[src/rtl/mover_pkg.sv]
// Shared types for the zero-fill/copy mover.
// Assumes the direction code is two bits, with bit 0 meaning "source is the scratchpad".
package mover_pkg;

    typedef enum logic [1:0] {
        DIR_ZERO_TO_SP  = 2'd0,
        DIR_SP_TO_WIN   = 2'd1,
        DIR_ZERO_TO_WIN = 2'd2,
        DIR_SP_TO_SP    = 2'd3
    } mover_dir_e;

    // True when the direction reads beats from the scratchpad.
    function automatic logic dir_reads_sp(mover_dir_e d);
        return d[0];
    endfunction

    // True when the direction writes into the config/instruction window.
    function automatic logic dir_hits_win(mover_dir_e d);
        return d[0] ^ d[1];
    endfunction

endpackage

[src/rtl/mover_window_map.sv]
// Maps a destination in 16-byte units to a window byte address.
// Low units go to the configuration region and high units to the instruction region.
// Units in between raise drop. Purely combinational; assumes ADDR_W > UNIT_AW + 4.
module mover_window_map #(
    parameter int              UNIT_AW     = 16,
    parameter int              ADDR_W      = 32,
    parameter logic [ADDR_W-1:0] CFG_BASE    = 32'hFFEF_0000,
    parameter logic [ADDR_W-1:0] CFG_BYTES   = 32'h0001_0000,
    parameter logic [ADDR_W-1:0] IRAM_BASE   = 32'hFFC0_0000,
    parameter logic [ADDR_W-1:0] IRAM_OFFSET = 32'h0004_0000
) (
    input  logic [UNIT_AW-1:0] dst_unit,
    output logic [ADDR_W-1:0]  win_base,
    output logic               drop
);
    localparam logic [ADDR_W-1:0]  CFG_LAST_W  = (CFG_BYTES >> 4) - 1;
    localparam logic [ADDR_W-1:0]  IRAM_FIRST_W = IRAM_OFFSET >> 4;
    localparam logic [UNIT_AW-1:0] CFG_LAST    = CFG_LAST_W[UNIT_AW-1:0];
    localparam logic [UNIT_AW-1:0] IRAM_FIRST  = IRAM_FIRST_W[UNIT_AW-1:0];

    logic [ADDR_W-1:0] byte_addr;
    assign byte_addr = {{(ADDR_W-UNIT_AW-4){1'b0}}, dst_unit, 4'b0000};

    // Pick the region and compute its byte address.
    always_comb begin
        drop     = 1'b0;
        win_base = '0;
        if (dst_unit <= CFG_LAST) begin
            win_base = CFG_BASE + byte_addr;
        end else if (dst_unit >= IRAM_FIRST) begin
            win_base = IRAM_BASE + byte_addr - IRAM_OFFSET;
        end else begin
            drop = 1'b1;
        end
    end
endmodule

[src/rtl/mover_pacer.sv]
// Frame pacer for copy transfers. A frame of FRAME_LEN cycles starts at restart.
// Within a frame, at most FRAME_RD reads and FRAME_WR writes are permitted.
// Counts run only while active is high.
module mover_pacer #(
    parameter int FRAME_LEN = 11,
    parameter int FRAME_RD  = 8,
    parameter int FRAME_WR  = 8
) (
    input  logic clk,
    input  logic rst_n,
    input  logic restart,
    input  logic active,
    input  logic rd_fire,
    input  logic wr_fire,
    output logic rd_ok,
    output logic wr_ok
);
    localparam int FW   = (FRAME_LEN > 1) ? $clog2(FRAME_LEN) : 1;
    localparam int CMAX = (FRAME_RD > FRAME_WR) ? FRAME_RD : FRAME_WR;
    localparam int CW   = $clog2(CMAX + 1);
    localparam logic [FW-1:0] LAST = FW'(FRAME_LEN - 1);

    logic [FW-1:0] frame_pos;
    logic [CW-1:0] rd_cnt, wr_cnt;

    assign rd_ok = rd_cnt < CW'(FRAME_RD);
    assign wr_ok = wr_cnt < CW'(FRAME_WR);

    // Advance the frame position and the per-frame access counts.
    always_ff @(posedge clk) begin
        if (!rst_n || restart) begin
            frame_pos <= '0;
            rd_cnt    <= '0;
            wr_cnt    <= '0;
        end else if (active) begin
            if (frame_pos == LAST) begin
                frame_pos <= '0;
                rd_cnt    <= '0;
                wr_cnt    <= '0;
            end else begin
                frame_pos <= frame_pos + 1'b1;
                rd_cnt    <= rd_cnt + CW'(rd_fire);
                wr_cnt    <= wr_cnt + CW'(wr_fire);
            end
        end
    end
endmodule

[src/rtl/mover_beat_buf.sv]
// Small FIFO holding read beats until they are written. Push and pop may coincide.
// Assumes the caller never pushes when full or pops when empty.
module mover_beat_buf #(
    parameter int DATA_W = 128,
    parameter int DEPTH  = 8
) (
    input  logic                       clk,
    input  logic                       rst_n,
    input  logic                       push,
    input  logic [DATA_W-1:0]          push_data,
    input  logic                       pop,
    output logic [DATA_W-1:0]          head,
    output logic [$clog2(DEPTH+1)-1:0] count
);
    localparam int PW = (DEPTH > 1) ? $clog2(DEPTH) : 1;
    localparam int CW = $clog2(DEPTH + 1);
    localparam logic [PW-1:0] LAST = PW'(DEPTH - 1);

    logic [DATA_W-1:0] slots [DEPTH];
    logic [PW-1:0]     rd_ptr, wr_ptr;

    assign head = slots[rd_ptr];

    // Move the pointers and the occupancy count.
    always_ff @(posedge clk) begin
        if (!rst_n) begin
            rd_ptr <= '0;
            wr_ptr <= '0;
            count  <= '0;
        end else begin
            if (push) wr_ptr <= (wr_ptr == LAST) ? '0 : wr_ptr + 1'b1;
            if (pop)  rd_ptr <= (rd_ptr == LAST) ? '0 : rd_ptr + 1'b1;
            count <= count + CW'(push) - CW'(pop);
        end
    end

    // Store an incoming beat.
    always_ff @(posedge clk) begin
        if (push) slots[wr_ptr] <= push_data;
    end
endmodule

[src/rtl/zfill_copy_mover.sv]
// Zero-fill/copy mover top. It accepts a transfer on start_valid while idle.
// Copy directions read the scratchpad and buffer the beats. Zero-fill directions write zeros.
// Window directions remap the destination and drop it when it falls in the hole.
// Assumes read data arrives on sp_rd_data the cycle after a granted read.
module zfill_copy_mover
    import mover_pkg::*;
#(
    parameter int              UNIT_AW     = 16,
    parameter int              SIZE_W      = 16,
    parameter int              DATA_W      = 128,
    parameter int              ADDR_W      = 32,
    parameter int              BUF_DEPTH   = 8,
    parameter int              FRAME_LEN   = 11,
    parameter int              FRAME_RD    = 8,
    parameter int              FRAME_WR    = 8,
    parameter logic [ADDR_W-1:0] CFG_BASE    = 32'hFFEF_0000,
    parameter logic [ADDR_W-1:0] CFG_BYTES   = 32'h0001_0000,
    parameter logic [ADDR_W-1:0] IRAM_BASE   = 32'hFFC0_0000,
    parameter logic [ADDR_W-1:0] IRAM_OFFSET = 32'h0004_0000
) (
    input  logic               clk,
    input  logic               rst_n,
    input  logic               start_valid,
    output logic               start_ready,
    input  logic [UNIT_AW-1:0] start_src,
    input  logic [UNIT_AW-1:0] start_dst,
    input  logic [SIZE_W-1:0]  start_size,
    input  logic [1:0]         start_dir,
    input  logic               sp_gnt,
    output logic               sp_rd_req,
    output logic [UNIT_AW-1:0] sp_rd_addr,
    input  logic [DATA_W-1:0]  sp_rd_data,
    output logic               sp_wr_req,
    output logic [UNIT_AW-1:0] sp_wr_addr,
    output logic [DATA_W-1:0]  sp_wr_data,
    output logic               win_wr_req,
    output logic [ADDR_W-1:0]  win_wr_addr,
    output logic [DATA_W-1:0]  win_wr_data,
    output logic               busy,
    output logic               outstanding
);
    localparam int CNT_W = $clog2(BUF_DEPTH + 1);

    logic               busy_q;
    mover_dir_e         dir_q;
    logic [UNIT_AW-1:0] rd_addr_q, wr_unit_q;
    logic [ADDR_W-1:0]  win_addr_q;
    logic [SIZE_W-1:0]  rd_left_q, wr_left_q;
    logic               inflight_q;

    logic [ADDR_W-1:0]  map_base;
    logic               map_drop;
    mover_dir_e         start_kind;
    logic               accept, launch;

    logic               reads_sp, to_win;
    logic [DATA_W-1:0]  buf_head;
    logic [CNT_W-1:0]   buf_cnt;
    logic [CNT_W:0]     pending;
    logic               pace_rd_ok, pace_wr_ok;
    logic               rd_go, rd_fire, wr_src_ok, wr_go, wr_fire, last_wr;
    logic [DATA_W-1:0]  beat_data;

    mover_window_map #(
        .UNIT_AW(UNIT_AW), .ADDR_W(ADDR_W), .CFG_BASE(CFG_BASE),
        .CFG_BYTES(CFG_BYTES), .IRAM_BASE(IRAM_BASE), .IRAM_OFFSET(IRAM_OFFSET)
    ) i_map (
        .dst_unit(start_dst),
        .win_base(map_base),
        .drop    (map_drop)
    );

    // Decide whether a start is taken, and whether it produces any traffic.
    assign start_kind = mover_dir_e'(start_dir);
    assign accept     = start_valid & ~busy_q;
    assign launch     = accept & (start_size != '0) & ~(dir_hits_win(start_kind) & map_drop);

    assign reads_sp = dir_reads_sp(dir_q);
    assign to_win   = dir_hits_win(dir_q);

    // Read issue: within the frame budget, and with buffer room for the beat in flight.
    assign pending = {1'b0, buf_cnt} + (CNT_W+1)'(inflight_q);
    assign rd_go   = busy_q & reads_sp & (rd_left_q != '0) & pace_rd_ok
                   & (pending < (CNT_W+1)'(BUF_DEPTH));
    assign rd_fire = rd_go & sp_gnt;

    // Write issue: copy needs a buffered beat and budget, zero-fill is always ready.
    assign wr_src_ok = reads_sp ? ((buf_cnt != '0) & pace_wr_ok) : 1'b1;
    assign wr_go     = busy_q & (wr_left_q != '0) & wr_src_ok;
    assign wr_fire   = wr_go & (to_win | sp_gnt);
    assign last_wr   = wr_fire & (wr_left_q == SIZE_W'(1));
    assign beat_data = reads_sp ? buf_head : '0;

    mover_pacer #(
        .FRAME_LEN(FRAME_LEN), .FRAME_RD(FRAME_RD), .FRAME_WR(FRAME_WR)
    ) i_pacer (
        .clk    (clk),
        .rst_n  (rst_n),
        .restart(launch),
        .active (busy_q & reads_sp),
        .rd_fire(rd_fire),
        .wr_fire(wr_fire),
        .rd_ok  (pace_rd_ok),
        .wr_ok  (pace_wr_ok)
    );

    mover_beat_buf #(
        .DATA_W(DATA_W), .DEPTH(BUF_DEPTH)
    ) i_buf (
        .clk      (clk),
        .rst_n    (rst_n),
        .push     (inflight_q),
        .push_data(sp_rd_data),
        .pop      (wr_fire & reads_sp),
        .head     (buf_head),
        .count    (buf_cnt)
    );

    // Transfer state: load on launch, then step the pointers on each accepted beat.
    always_ff @(posedge clk) begin
        if (!rst_n) begin
            busy_q     <= 1'b0;
            dir_q      <= DIR_ZERO_TO_SP;
            rd_addr_q  <= '0;
            wr_unit_q  <= '0;
            win_addr_q <= '0;
            rd_left_q  <= '0;
            wr_left_q  <= '0;
            inflight_q <= 1'b0;
        end else if (launch) begin
            busy_q     <= 1'b1;
            dir_q      <= start_kind;
            rd_addr_q  <= start_src;
            wr_unit_q  <= start_dst;
            win_addr_q <= map_base;
            rd_left_q  <= start_size;
            wr_left_q  <= start_size;
            inflight_q <= 1'b0;
        end else begin
            inflight_q <= rd_fire;
            if (rd_fire) begin
                rd_addr_q <= rd_addr_q + 1'b1;
                rd_left_q <= rd_left_q - 1'b1;
            end
            if (wr_fire) begin
                wr_unit_q  <= wr_unit_q + 1'b1;
                win_addr_q <= win_addr_q + ADDR_W'(16);
                wr_left_q  <= wr_left_q - 1'b1;
            end
            if (last_wr) busy_q <= 1'b0;
        end
    end

    assign start_ready = ~busy_q;
    assign busy        = busy_q;
    assign outstanding = inflight_q | (buf_cnt != '0);
    assign sp_rd_req   = rd_go;
    assign sp_rd_addr  = rd_addr_q;
    assign sp_wr_req   = wr_go & ~to_win;
    assign sp_wr_addr  = wr_unit_q;
    assign sp_wr_data  = beat_data;
    assign win_wr_req  = wr_go & to_win;
    assign win_wr_addr = win_addr_q;
    assign win_wr_data = beat_data;
endmodule

[config.mk]
export PLATFORM = sky130hd
export DESIGN_NAME = zfill_copy_mover
export DESIGN_NICKNAME = d
export VERILOG_FILES = /design/src/rtl/mover_pkg.sv /design/src/rtl/mover_window_map.sv /design/src/rtl/mover_pacer.sv /design/src/rtl/mover_beat_buf.sv /design/src/rtl/zfill_copy_mover.sv
export SDC_FILE = /design/constraint.sdc
export NUM_CORES = 1
export LEC_CHECK = 0
export ABC_AREA = 0
export BUFFER_PORTS_ARGS = -buffer_cell sky130_fd_sc_hd__buf_2
export CAP_MARGIN = 20
export CORE_ASPECT_RATIO = 0.9
export CORE_MARGIN = 1.5
export CORE_UTILIZATION = 55
export DETAILED_ROUTE_END_ITERATION = 10
export PLACE_DENSITY_LB_ADDON = 0.12
export REMOVE_ABC_BUFFERS = 1
export SYNTH_ARGS = -nofsm -noshare
export SYNTH_HDL_FRONTEND = slang
export SYNTH_HIERARCHICAL = 1
export SYNTH_SLANG_ARGS = --single-unit
export TNS_END_PERCENT = 20
[constraint.sdc]
create_clock -name clk -period 13.5 [get_ports clk]
set_input_delay 0.675 -clock clk [delete_from_list [all_inputs] [get_ports clk]]
set_output_delay 0.675 -clock clk [all_outputs]
set_load 0.005 [all_outputs]
==> results by group <==
Placement
  • DP Cell Count: between 4000 and 5000
  • Post-DP Area: between 40000 and 50000 um2
  • Global placement routability congestion: 0.889
  • Detail Placement HPWL: between 50 and 60 mm
  • IO Port Bufs: approximately 510
  • Pre-CTS WS: slightly below 9000 ps

Power
  • Gate power share: 4.4%
  • Power share of the clock group: about two fifths
  • PwrDens: between 100 and 150 nW/um2
  • Sw Share: a little over a fifth
  • Flop pwr share: 54.3%
  • P_sw: 1.52 mW
  • Total Power Consumption: approximately 7.3 mW
  • Int Power: between 5 and 6 mW
  • Leakage power: about 18 nW
  • Worst vdd ir: 0.000130 V

Synthesis
  • Register area share after synthesis: 70.5%
  • Cell area after synthesis: 47100 um2
  • Seq cells post-synth: roughly 1100
  • Avg Cell Area, Syn: 18.0 um2
  • Biggest area consumer among synthesized cells: edfxtp_1
  • Synth Area in Simple Gates: under 10%
  • Syn Inst Count: ~2600
  • EDFF count, synth: just over 1000
  • Mux contribution to synthesized area: roughly 15%
  • Synth area leaders: edfxtp_1 (65%), mux4_2 (12%), dfxtp_1 (5.3%)
  • Yosys cell types: 75
  • Post-Synth Adder-Cell Area: less than 1%
  • Synth top area share: around two thirds
  • Compound-Gate Fraction of Synth Area: under 10%
  • Largest family of logic cells by synthesized area: multiplexers
  • YS warnings: 6
  • XOR/XNOR share of the synthesized area: less than 1%
  • Post-synth ARST share: 0%
  • Primary FF master, synth: edfxtp_1

GRT
  • Largest net degree at the start of global routing: 76
  • Grt ovf: 0
  • Global-route wire length before repair: about 160 mm
  • Met3 usage: 3.74%
  • Number of global-route vias before repair: approximately 26000
  • Global Route Usage Sum: between 20% and 30%
  • M1 GR Usage: a little under a third
  • Most used routing layer: met2
  • Antenna violations before repair: 23
  • GRT met2 Usage: 40.0%

Die
  • Die Y: between 200 and 300 um
  • Die extent in x: just over 300 um
  • Core area: approximately 85000 um2
  • DIE AREA: between 80000 and 90000 um2
  • IO Count: roughly 510
  • Initial Utilization: between 50% and 60%
  • Placement row count: between 100 and 150

Detailed routing
  • Drc violations: 0
  • Initial DRC count: roughly 2200
  • DRT Wirelength: ~100 mm
  • Via count: between 20000 and 30000
  • Post-route ant nets: 0
  • Vias per cell: ~6.0
  • WL per Instance: 24.5 um
  • Initial DRT Pass Iterations: 6

STA
  • RSZ-0062 raised after global routing: no
  • Max Slew Vio Count: 0
  • Setup TNS: 0 ps
  • Slew @ Worst Pin: 1070 ps
  • Period utilization: between 30% and 40%
  • Final Setup Violations: 0
  • PnR worst setup slack: 8330 ps
  • Period minus WS final: 5170 ps
  • Slew headroom: between 20% and 30%
  • Count of final hold-check violations: 0
  • Fmax: between 0.15 and 0.2 GHz
  • Worst Skew: roughly 13 ps

Setup path
  • Critical Path RT: 12820 ps
  • Crit path kind: reg -> out
  • Flop2flop setup slack: 8850 ps
  • Startpoint type of the worst setup path: flip-flop
  • CP arrival: between 4000 and 5000 ps
  • Kind of end point of the critical path: output port
  • CP max FO: 64

Clock tree
  • Post-cts resize count: 0
  • Worst-path clk slew: roughly 60 ps
  • Number of hold buffers added after CTS: 0
  • CTS Buf Count: 113
  • Clock latency on the worst-skew pair: approximately 670 ps
  • Clk buf depth: 3
  • CTS tree: built
  • Postcts setup bufs: 0
  • CTS root buffer: clkbuf_16
  • Clock Sinks: about 1100
  • H-tree levels: 3

Flow run
  • Maxcap violations: 0

Run status
  • Status: finished, final reports clean

Worst hold path
  • Worst hold path type: in -> reg

Finish
  • Fin area: about 53000 um2
  • Fin nets: 3211
  • Share of cells above drive strength 1: a little over a third
  • Filler instances: ~6000
  • Area Growth Syn to Fin: 12.9%
  • Non-filler instance count after layout: approximately 4200
[final timing paths]
check                              startpoint                           end  cells after the start
setup reg to reg        dir_q[0]$_SDFFE_PN0P_     i_buf/count[2]$_SDFF_PN0_                     11
hold / removal                 sp_rd_data[24]  i_buf/slots[5][24]$_DFFE_PP_                      1
hold reg to reg   win_wr_addr[0]$_SDFFE_PN0P_   win_wr_addr[0]$_SDFFE_PN0P_                      2
setup / recovery                    flip-flop               win_wr_data[55]                      7
[metrics by stage]
| step | util [%] | hold slack [ps] |
|---|---|---|
| floorplan | - | 448 |
| global placement | 58.7 | 447 |
| detailed placement | 58.7 | 458 |
| CTS | 62.8 | 215 |
| global route | 62.8 | 237 |
| finish | 62.9 | 267 |
[kinds of logic (layout without fill, tap and decap cells)]
kind of cell             count (synthesis)  count (layout)
buffers and inverters                  305             783
flip-flops                            1149            1149
AO/OA/AOI/OAI                          241             241
adder cells (fa/ha/maj)                 21              21
other                                    1              12
XOR/XNOR                                41              41
multiplexers                           386             386
AND/OR/NAND/NOR                        471             471
[critical path, stage by stage, from the launching register on]
cell,delay (ps)
dfxtp_4,910
buf_4,670
buf_12,300
buf_4,760
mux4_2,420
mux2_2,270
and2_1,240
buf_2,160
[registers in the layout, summed over array words and instances, names as in the netlist, named ones only]
name               count
i_buf/slots         1024
win_wr_addr           32
rd_left_q             16
sp_rd_addr            16
sp_wr_addr            16
wr_left_q             16
i_buf/count            4
i_pacer/frame_pos      4
i_pacer/rd_cnt         4
i_pacer/wr_cnt         4
i_buf/rd_ptr           3
i_buf/wr_ptr           3
dir_q                  2
busy                   1
inflight_q             1
[cells in the final DEF (no fill, tap or decap), drive strengths merged, types with 25 or more instances in the layout]
cell type and count:
edfxtp 1024, buf 548, mux4 256, and2 136
clkbuf 131, mux2 128, dfxtp 125, nor2 73
nand2 70, a21oi 70, o21ai 67, clkinv 61
nand3 45, inv 32, nor3 31, nor4 29
xnor2 25
[power by group through the flow]
| stage | Sequential (mW) | Clock [mW] | Combinational, mW |
|---|---|---|---|
| after floorplan | 4.01 | 0 | 0.149 |
| after global placement | 4.01 | 0 | 0.307 |
| after detailed placement | 4.01 | 0 | 0.318 |
| after CTS | 3.94 | 3.06 | 0.320 |
| after global routing | 3.94 | 3.18 | 0.351 |
| final | 3.94 | 2.99 | 0.320 |
[layer usage]
metal | part of all wire, % | up-vias
met2 | 51 | 819
met3 | 5.5 | 207
met4 | 2.9 | 24
li1 | - | 11100
met5 | 0.14 | -
met1 | 41 | 13100
[cell usage after synthesis (all sizes together) (4+ instances only)]
cell type,instances
edfxtp,1024
mux4,256
buf,200
and2,136
mux2,128
dfxtp,125
clkbuf,73
nor2,73
a21oi,70
nand2,70
o21ai,67
nand3,45
nor3,31
inv,30
nor4,29
xnor2,25
a31oi,24
nand4,24
ha,20
nand2b,17
xor2,16
a21boi,13
a211oi,9
a311oi,9
or3,9
and3,8
o211ai,8
o21a,7
a221oi,6
or4,6
nand3b,5
a32oi,4
and4,4
[final cells by class]
class | instances | area (um2) | share of cell area [%]
Sequential cell | 1149 | 33300 | 62.5
Multi-Input combinational cell | 1164 | 12000 | 22.6
Clock buffer | 131 | 2940 | 5.52
Timing Repair Buffer | 548 | 2860 | 5.37
Tap cell | 1133 | 1420 | 2.66
Clock inverter | 72 | 567 | 1.06
Inverter | 32 | 120 | 0.226
Antenna cell | 8 | 20.0 | 0.0376
Power figures use the tool's default switching activity.
